==> src/rtl/rep_add_mul.sv <==
module rep_add_mul #(
  parameter int W = 16
) (
  input  logic         clk,
  input  logic         rst,
  input  logic         start,
  input  logic [W-1:0] din,
  output logic         done,
  output logic [W-1:0] prod
);

  typedef enum logic [2:0] {S_IDLE, S_LDA, S_LDB, S_LOOP, S_DONE} st_t;

  st_t st, st_n;
  logic [W-1:0] a_q, b_q, p_q;
  logic ld_a, ld_b, ld_p, clr_p, dec_b, b_zero;

  assign b_zero = (b_q == '0);
  assign done   = (st == S_DONE);
  assign prod   = p_q;

  always_comb begin
    st_n  = st;
    ld_a  = 1'b0;
    ld_b  = 1'b0;
    ld_p  = 1'b0;
    clr_p = 1'b0;
    dec_b = 1'b0;
    case (st)
      S_IDLE, S_DONE: if (start) st_n = S_LDA;
      S_LDA: begin
        ld_a = 1'b1;
        st_n = S_LDB;
      end
      S_LDB: begin
        ld_b  = 1'b1;
        clr_p = 1'b1;
        st_n  = S_LOOP;
      end
      S_LOOP: begin
        if (b_zero) st_n = S_DONE;
        else begin
          ld_p  = 1'b1;
          dec_b = 1'b1;
        end
      end
      default: st_n = S_IDLE;
    endcase
  end

  always_ff @(posedge clk) begin
    if (rst) st <= S_IDLE;
    else     st <= st_n;
  end

  always_ff @(posedge clk) begin
    if (rst) begin
      a_q <= '0;
      b_q <= '0;
      p_q <= '0;
    end else begin
      if (ld_a)       a_q <= din;
      if (ld_b)       b_q <= din;
      else if (dec_b) b_q <= b_q - 1'b1;
      if (clr_p)      p_q <= '0;
      else if (ld_p)  p_q <= p_q + a_q;
    end
  end

  a_r1_reset: assert property (@(posedge clk) rst |=> (!done && prod == '0));

  a_r2_start_capture: assert property (@(posedge clk) disable iff (rst)
    ((st == S_IDLE || st == S_DONE) && start) |=> (!done && st == S_LDA));

  a_r4_clear_on_b: assert property (@(posedge clk) disable iff (rst)
    (st == S_LDB) |=> (prod == '0));

  a_r3_b_taken: assert property (@(posedge clk) disable iff (rst)
    (st == S_LDB) |=> (b_q == $past(din)));

  a_r5_add_step: assert property (@(posedge clk) disable iff (rst)
    (st == S_LOOP && !b_zero) |=>
      (prod == W'($past(prod) + $past(a_q)) && b_q == W'($past(b_q) - 1'b1)));

  a_r6_zero_exit: assert property (@(posedge clk) disable iff (rst)
    (st == S_LOOP && b_zero) |=> (done && $stable(prod)));

  a_r7_hold: assert property (@(posedge clk) disable iff (rst)
    (done && !start) |=> (done && $stable(prod)));

  a_r10_busy_ignores_start: assert property (@(posedge clk) disable iff (rst)
    (st == S_LOOP && !b_zero && start) |=> (st == S_LOOP));

endmodule

==> config.mk <==
export PLATFORM = sky130hd
export DESIGN_NAME = rep_add_mul
export DESIGN_NICKNAME = d
export VERILOG_FILES = /design/src/rtl/rep_add_mul.sv
export SDC_FILE = /design/constraint.sdc
export NUM_CORES = 1
export LEC_CHECK = 0
export ABC_AREA = 1
export ABC_CLOCK_PERIOD_IN_PS = 2460
export BUFFER_PORTS_ARGS = -buffer_cell sky130_fd_sc_hd__buf_2
export CORE_MARGIN = 2
export CORE_UTILIZATION = 60
export CTS_CLUSTER_DIAMETER = 60
export DETAILED_ROUTE_END_ITERATION = 8
export HOLD_SLACK_MARGIN = 0.06
export PLACE_DENSITY = 0.81
export SYNTH_ARGS = -nofsm -noshare
export SYNTH_HDL_FRONTEND = slang
export SYNTH_SLANG_ARGS = --single-unit
==> constraint.sdc <==
create_clock -name clk -period 2.46 [get_ports clk]
set_input_delay 0.369 -clock clk [delete_from_list [all_inputs] [get_ports clk]]
set_output_delay 0.369 -clock clk [all_outputs]
set_load 0.05 [all_outputs]
==> impl_metrics.toml, run 1 <==
[run_status]
status = "finished clean"

[synthesis]
yosys_warnings = 0
ys_types = 37
synth_seq_area_share_pct = 30.21
synth_fp_nets = 559
synth_cells = 523
synthTopCellsByArea = "dfxtp_1 30%, nand2_1 18%, nand3_1 7.7%"
synth_top_area_cell = "dfxtp_1"
netlist.area_leader.share_pct = 30.21
syn_area_mm2 = 0.003379
syn_area_per_cell_um2 = 6.462
ys_ff_latch = 51

[critical_path]
cp-start-kind = "flop"
r2r_start = "prod[0]"
worst_setup_path_end_kind = "flop"
crit_type = "reg2reg"
reg2reg_to = "prod[8]"
worstPathRequired_ns = 2.67
arrival_ns = 2.02
r2r_slack_ns = 0.65
cp_max_fo = 3
rr_worst_depth = 7

[sta]
rsz0062_at_grt = "no"
worst_pin_slew_ns = 0.5871
max_freq_ghz = 0.5518
setup_viol = 0
fin_skew_ns = 0.01197
slew_viol_final = 0
hold_violations = 0
finalSetupTns_ns = 0
max_slew_margin_pct = 60.82
fin_crit_sh_pct = 73.66
post-route-min-period_ns = 1.812

[finish]
synthToLayoutAreaGrowth_pct = 9.293
fin_cells = 628
fin_util_pct = 67.49
final_cell_mix = "158 x nand2_1, 62 x inv_1, 58 x nor2_1"
mostFrequentLayoutCell = "nand2_1"
fill_cells = 519
diodes = 0
num-nets-final = 591
drive_gt1_share_pct = 13.13
final_cell_area_mm2 = 0.003694

[clock_tree]
clk_pin_slew_ns = 0.10
cts_setup_buffers = 0
htree_levels = 2
clock_path_buffers = 2
holdBufCountCts = 0
clkLatencyLatePin_ns = 0.31
cts_buffers = 5
cts_tree = "yes"
root_buffer = "clkbuf_8"
clock_sinks = 51
cts-resized-gates = 0

[die]
pin_count = 36
fp.dieArea_mm2 = 0.006249
start_util_pct = 61.75
core_mm2 = 0.005473
chipWidth_um = 79.05
row_count = 27
dieHeight_um = 79.05

[routing]
vias = 3263
viasPerCell = 5.196
firstDrtPassIters = 4
routed_wl_um = 7689
drt_iter0_markers = 122
drtAntennaViolNets = 0
wl_per_cell_um = 12.24
drc = 0

[place]
globalplace.congestion = 0.9119
io_buffers = 35
dp_hpwl_um = 5921
place_inst = 620
dpl_cell_area_mm2 = 0.003593

[grt]
grt_pass1_wl_um = 13320
grt_pass1_vias = 3105
grt_antenna_before_repair = 0
grt_usage_pct = 26.21
grt_max_degree = 29
globalRouteOverflowTotal = 0

[pwr]
fin_total_pwr_mw = 4.061
worst_ir_drop_vdd_mv = 0.9210
power.density_mw_per_mm2 = 1099
p_leak_nw = 1.903

[flow_run]
maxCapViolations = 0

[hold_path]
hold_class = "in2reg"
holdPathStages = 3
whs_endpoint = "a_q[14]"
hold_start = "din[14]"
-- how the worst max path moves through the flow --
stage	from	end	slack, ns
final	prod[0]	prod[8]	0.65
after detailed placement	b_q[0]	prod[14]	0.65
after global placement	prod[0]	prod[8]	0.69
after global routing	st[2]	prod[2]	0.43
after CTS	b_q[0]	prod[15]	0.64
after floorplan	prod[0]	prod[8]	0.56
-- per-stage QoR --
stage          setup WS, ns  hold WS [ns]
6_report             0.6479        0.3392
5_1_grt              0.4302        0.3367
4_1_cts              0.6400        0.3364
3_5_place_dp         0.6546        0.4611
3_3_place_gp         0.6870        0.4566
2_1_floorplan        0.5613        0.4438
-- cells in the mapped netlist, drive strengths merged --
master	n
ha	16
o21ai	14
nand2	165
xnor2	10
o211ai	1
o22ai	1
o21a	2
nor2	66
nor3	3
clkinv	1
clkbuf	4
nand4	2
dfxtp	51
buf	9
a21boi	3
nand3b	1
fa	1
nand3	56
xor2	5
a21oi	44
a22oi	1
a211oi	1
inv	66
-- area by class of cell --
type	instances	area (um2)	share of cell area (%)
inverters	67	256.5	6.944
multi-input cells	392	2016	54.57
repair buffers	38	210.2	5.691
well taps	72	90.09	2.439
flip-flops and latches	51	1021	27.64
clock buffers	8	100.1	2.710
-- per-layer routing --
| layer | up-vias | wire (um) | part of all wire [%] | GRT usage (%) |
|---|---|---|---|---|
| li1 | 1721 | - | - | - |
| met1 | 1446 | 3397 | 44 | 31.52 |
| met2 | 85 | 3853 | 50 | 48.22 |
| met3 | 11 | 335 | 4.4 | 3.977 |
| met4 | 0 | 103 | 1.3 | 7.241 |
| met5 | - | 0 | 0 | 0 |
-- flip-flops by register name, indices dropped and copies added, names as in the netlist --
signal / count
a_q: 16
b_q: 16
prod: 16
st: 3
-- worst max-delay path: stages, from the launching register on --
cell     delay (ns)
dfxtp_1        0.33
ha_1           0.24
fa_1           0.43
nand3_1        0.11
nand3_1        0.14
a21oi_1        0.22
xor2_1         0.17
a21oi_1        0.08
-- power breakdown --
group / leakage, nW / internal (mW) / switching (mW)
Clock: 0.0515 / 0.257 / 0.277
Sequential: 0.415 / 1.02 / 0.196
Combinational: 1.44 / 0.813 / 1.49
Total: 1.90 / 2.09 / 1.97
-- cells by family after synthesis --
| kind of cell | synth area share, % |
|---|---|
| AND/OR/NAND/NOR | 37.99 |
| buffers and inverters | 10.14 |
| AO/OA/AOI/OAI | 11.26 |
| flip-flops | 30.21 |
| adder cells (fa/ha/maj) | 6.516 |
| XOR/XNOR | 3.887 |
(Power assumes the default switching activity.)
==> inputs of run 2 (changes only) <==
- ABC_CLOCK_PERIOD_IN_PS: 2460 -> 1850
- CORE_UTILIZATION: 60 -> 59
- PLACE_DENSITY: 0.81 -> 0.8
- clock period: 2.46 -> 1.85 ns (I/O delays scaled with it)
==> run 2 against run 1 <==
  * Register-to-register slack got worse by 0.55 ns
  * Clock power up 23%
  * Worst hold slack lost 0.096 ns
  * Clock skew hardly changed
  * Combinational power up 36%
==> impl_metrics.toml, run 2 (synthesis gave the netlist of run 1 again) <==
[clock_tree]
cts_setup_buffers = 0
cts_tree = "yes"
htree_levels = 2
clkLatencyLatePin_ns = 0.31
clock_sinks = 51
cts_buffers = 5
clk_pin_slew_ns = 0.10
holdBufCountCts = 0
root_buffer = "clkbuf_8"
clock_path_buffers = 2
cts-resized-gates = 0

[pwr]
pwr-share-seq_pct = 29.8
power_switching_mw = 2.678
pwr-share-clk_pct = 12.1
p_int_mw = 2.737
p_leak_nw = 1.902
swShare_pct = 49.45
p_comb_share_pct = 58.0
power.density_mw_per_mm2 = 1456
worst_ir_drop_vdd_mv = 1.175

[routing]
viasPerCell = 5.179
firstDrtPassIters = 4
drc = 0
routed_wl_um = 7661
vias = 3268
drt_iter0_markers = 179
wl_per_cell_um = 12.14
drtAntennaViolNets = 0

[grt]
grt_max_degree = 31
grt_pass1_vias = 3099
grt_antenna_before_repair = 0
grt_pass1_wl_um = 13460
globalRouteMet3Util_pct = 3.733
globalRouteOverflowTotal = 0
grt_usage_pct = 26.57
busiest_layer = "met2"
use_met1_pct = 32.44
grt_util_met2_pct = 48.15

[hold_path]
hold_start = "din[2]"
hold_class = "in2reg"
holdPathStages = 3
whs_endpoint = "a_q[2]"

[critical_path]
r2r_slack_ns = 0.1
slowest_delay_ns = 0.38
cp_max_fo = 3
worstPathRequired_ns = 2.05
rr_worst_depth = 7
arrival_ns = 1.95
reg2reg_to = "prod[8]"
critPathMostFrequentCell = "nand3_1"
crit_type = "reg2reg"
cp-start-kind = "flop"
r2r_start = "prod[0]"
cp_slowest_cell = "fa_2"
worst_setup_path_end_kind = "flop"
path_cells = "ha_1 > fa_2 > nand3_1 > nand3_1 > a21oi_2 > xor2_1 > a21oi_1"

[die]
dieHeight_um = 79.69
chipWidth_um = 79.69
pin_count = 36
fp.dieArea_mm2 = 0.006350
start_util_pct = 61.37
core_mm2 = 0.005507
row_count = 27

[sta]
fin_skew_ns = 0.01230
timing.hold.ws_ns = 0.2428
max_freq_ghz = 0.5705
hold_violations = 0
post-route-min-period_ns = 1.753
worst_pin_slew_ns = 0.3410
layout_setup_ws_ns = 0.09719
finalSetupTns_ns = 0
max_slew_margin_pct = 77.18
setup_viol = 0
slew_viol_final = 0
rsz0062_at_grt = "no"
fin_crit_sh_pct = 94.75

[finish]
diodes = 0
num-nets-final = 594
drive_gt1_share_pct = 14.31
synthToLayoutAreaGrowth_pct = 10.07
mostFrequentLayoutCell = "nand2_1"
final_cell_mix = "157 x nand2_1, 62 x inv_1, 58 x nor2_1"

[place]
io_buffers = 35
globalplace.congestion = 0.9015
pre_cts_ws_ns = 0.08207
dp_hpwl_um = 5880

[flow_run]
maxCapViolations = 0

[run_status]
status = "finished clean"
==> run 2: cell types whose count changed in the layout (fill, tap and decap cells not counted), sizes merged <==
cell and delta:
clkinv +1, buf +3, clkinvlp +1, clkbuf -2
==> run 2: through the flow <==
stage                     total power, mW  std cells  utilization [%]  cell area (um2)
after global placement              4.647        623            65.69             3617
after CTS                           5.384        631            67.23             3702
after detailed placement            4.725        623            65.69             3617
after floorplan                     4.156        523                -             3381
final                               5.415        631            67.55             3720
after global routing                5.918        631            67.55             3720
==> run 2: power groups by stage <==
stage / Sequential (mW) / Combinational, mW / Clock, mW
after floorplan: 1.76 / 2.40 / 0
after global placement: 1.63 / 3.02 / 0
after detailed placement: 1.64 / 3.09 / 0
after CTS: 1.61 / 3.10 / 0.668
after global routing: 1.65 / 3.56 / 0.708
final: 1.62 / 3.14 / 0.657
==> run 2: critical path: cells and delay by family (launching register included) <==
kind / cells / cell delay, ns
compound gates: 2 / 0.26
xor+xnor: 1 / 0.19
fa+ha+maj: 2 / 0.61
flops: 1 / 0.34
simple gates: 2 / 0.25
==> run 2: layer usage <==
metal,share of wire (%),routed length (um)
met5,0,0
met4,1.3,99
met3,3.0,230
met2,51,3887
met1,45,3443
==> run 2: how the worst max path moves through the flow <==
stage	start	to	depth (start not counted)
finish	prod[0]	prod[8]	7
CTS	prod[0]	prod[8]	7
global route	prod[0]	prod[12]	10
global placement	prod[0]	prod[8]	7
detailed placement	prod[0]	prod[8]	7
floorplan	prod[0]	prod[8]	7
==> run 2: layout make-up <==
type,instances,area [um2]
Fill cell,509,1787
Tap cell,72,90.09
Timing Repair Buffer,41,232.7
Clock buffer,6,72.57
Inverter,67,256.5
Clock inverter,2,12.51
Multi-Input combinational cell,392,2033
Sequential cell,51,1022
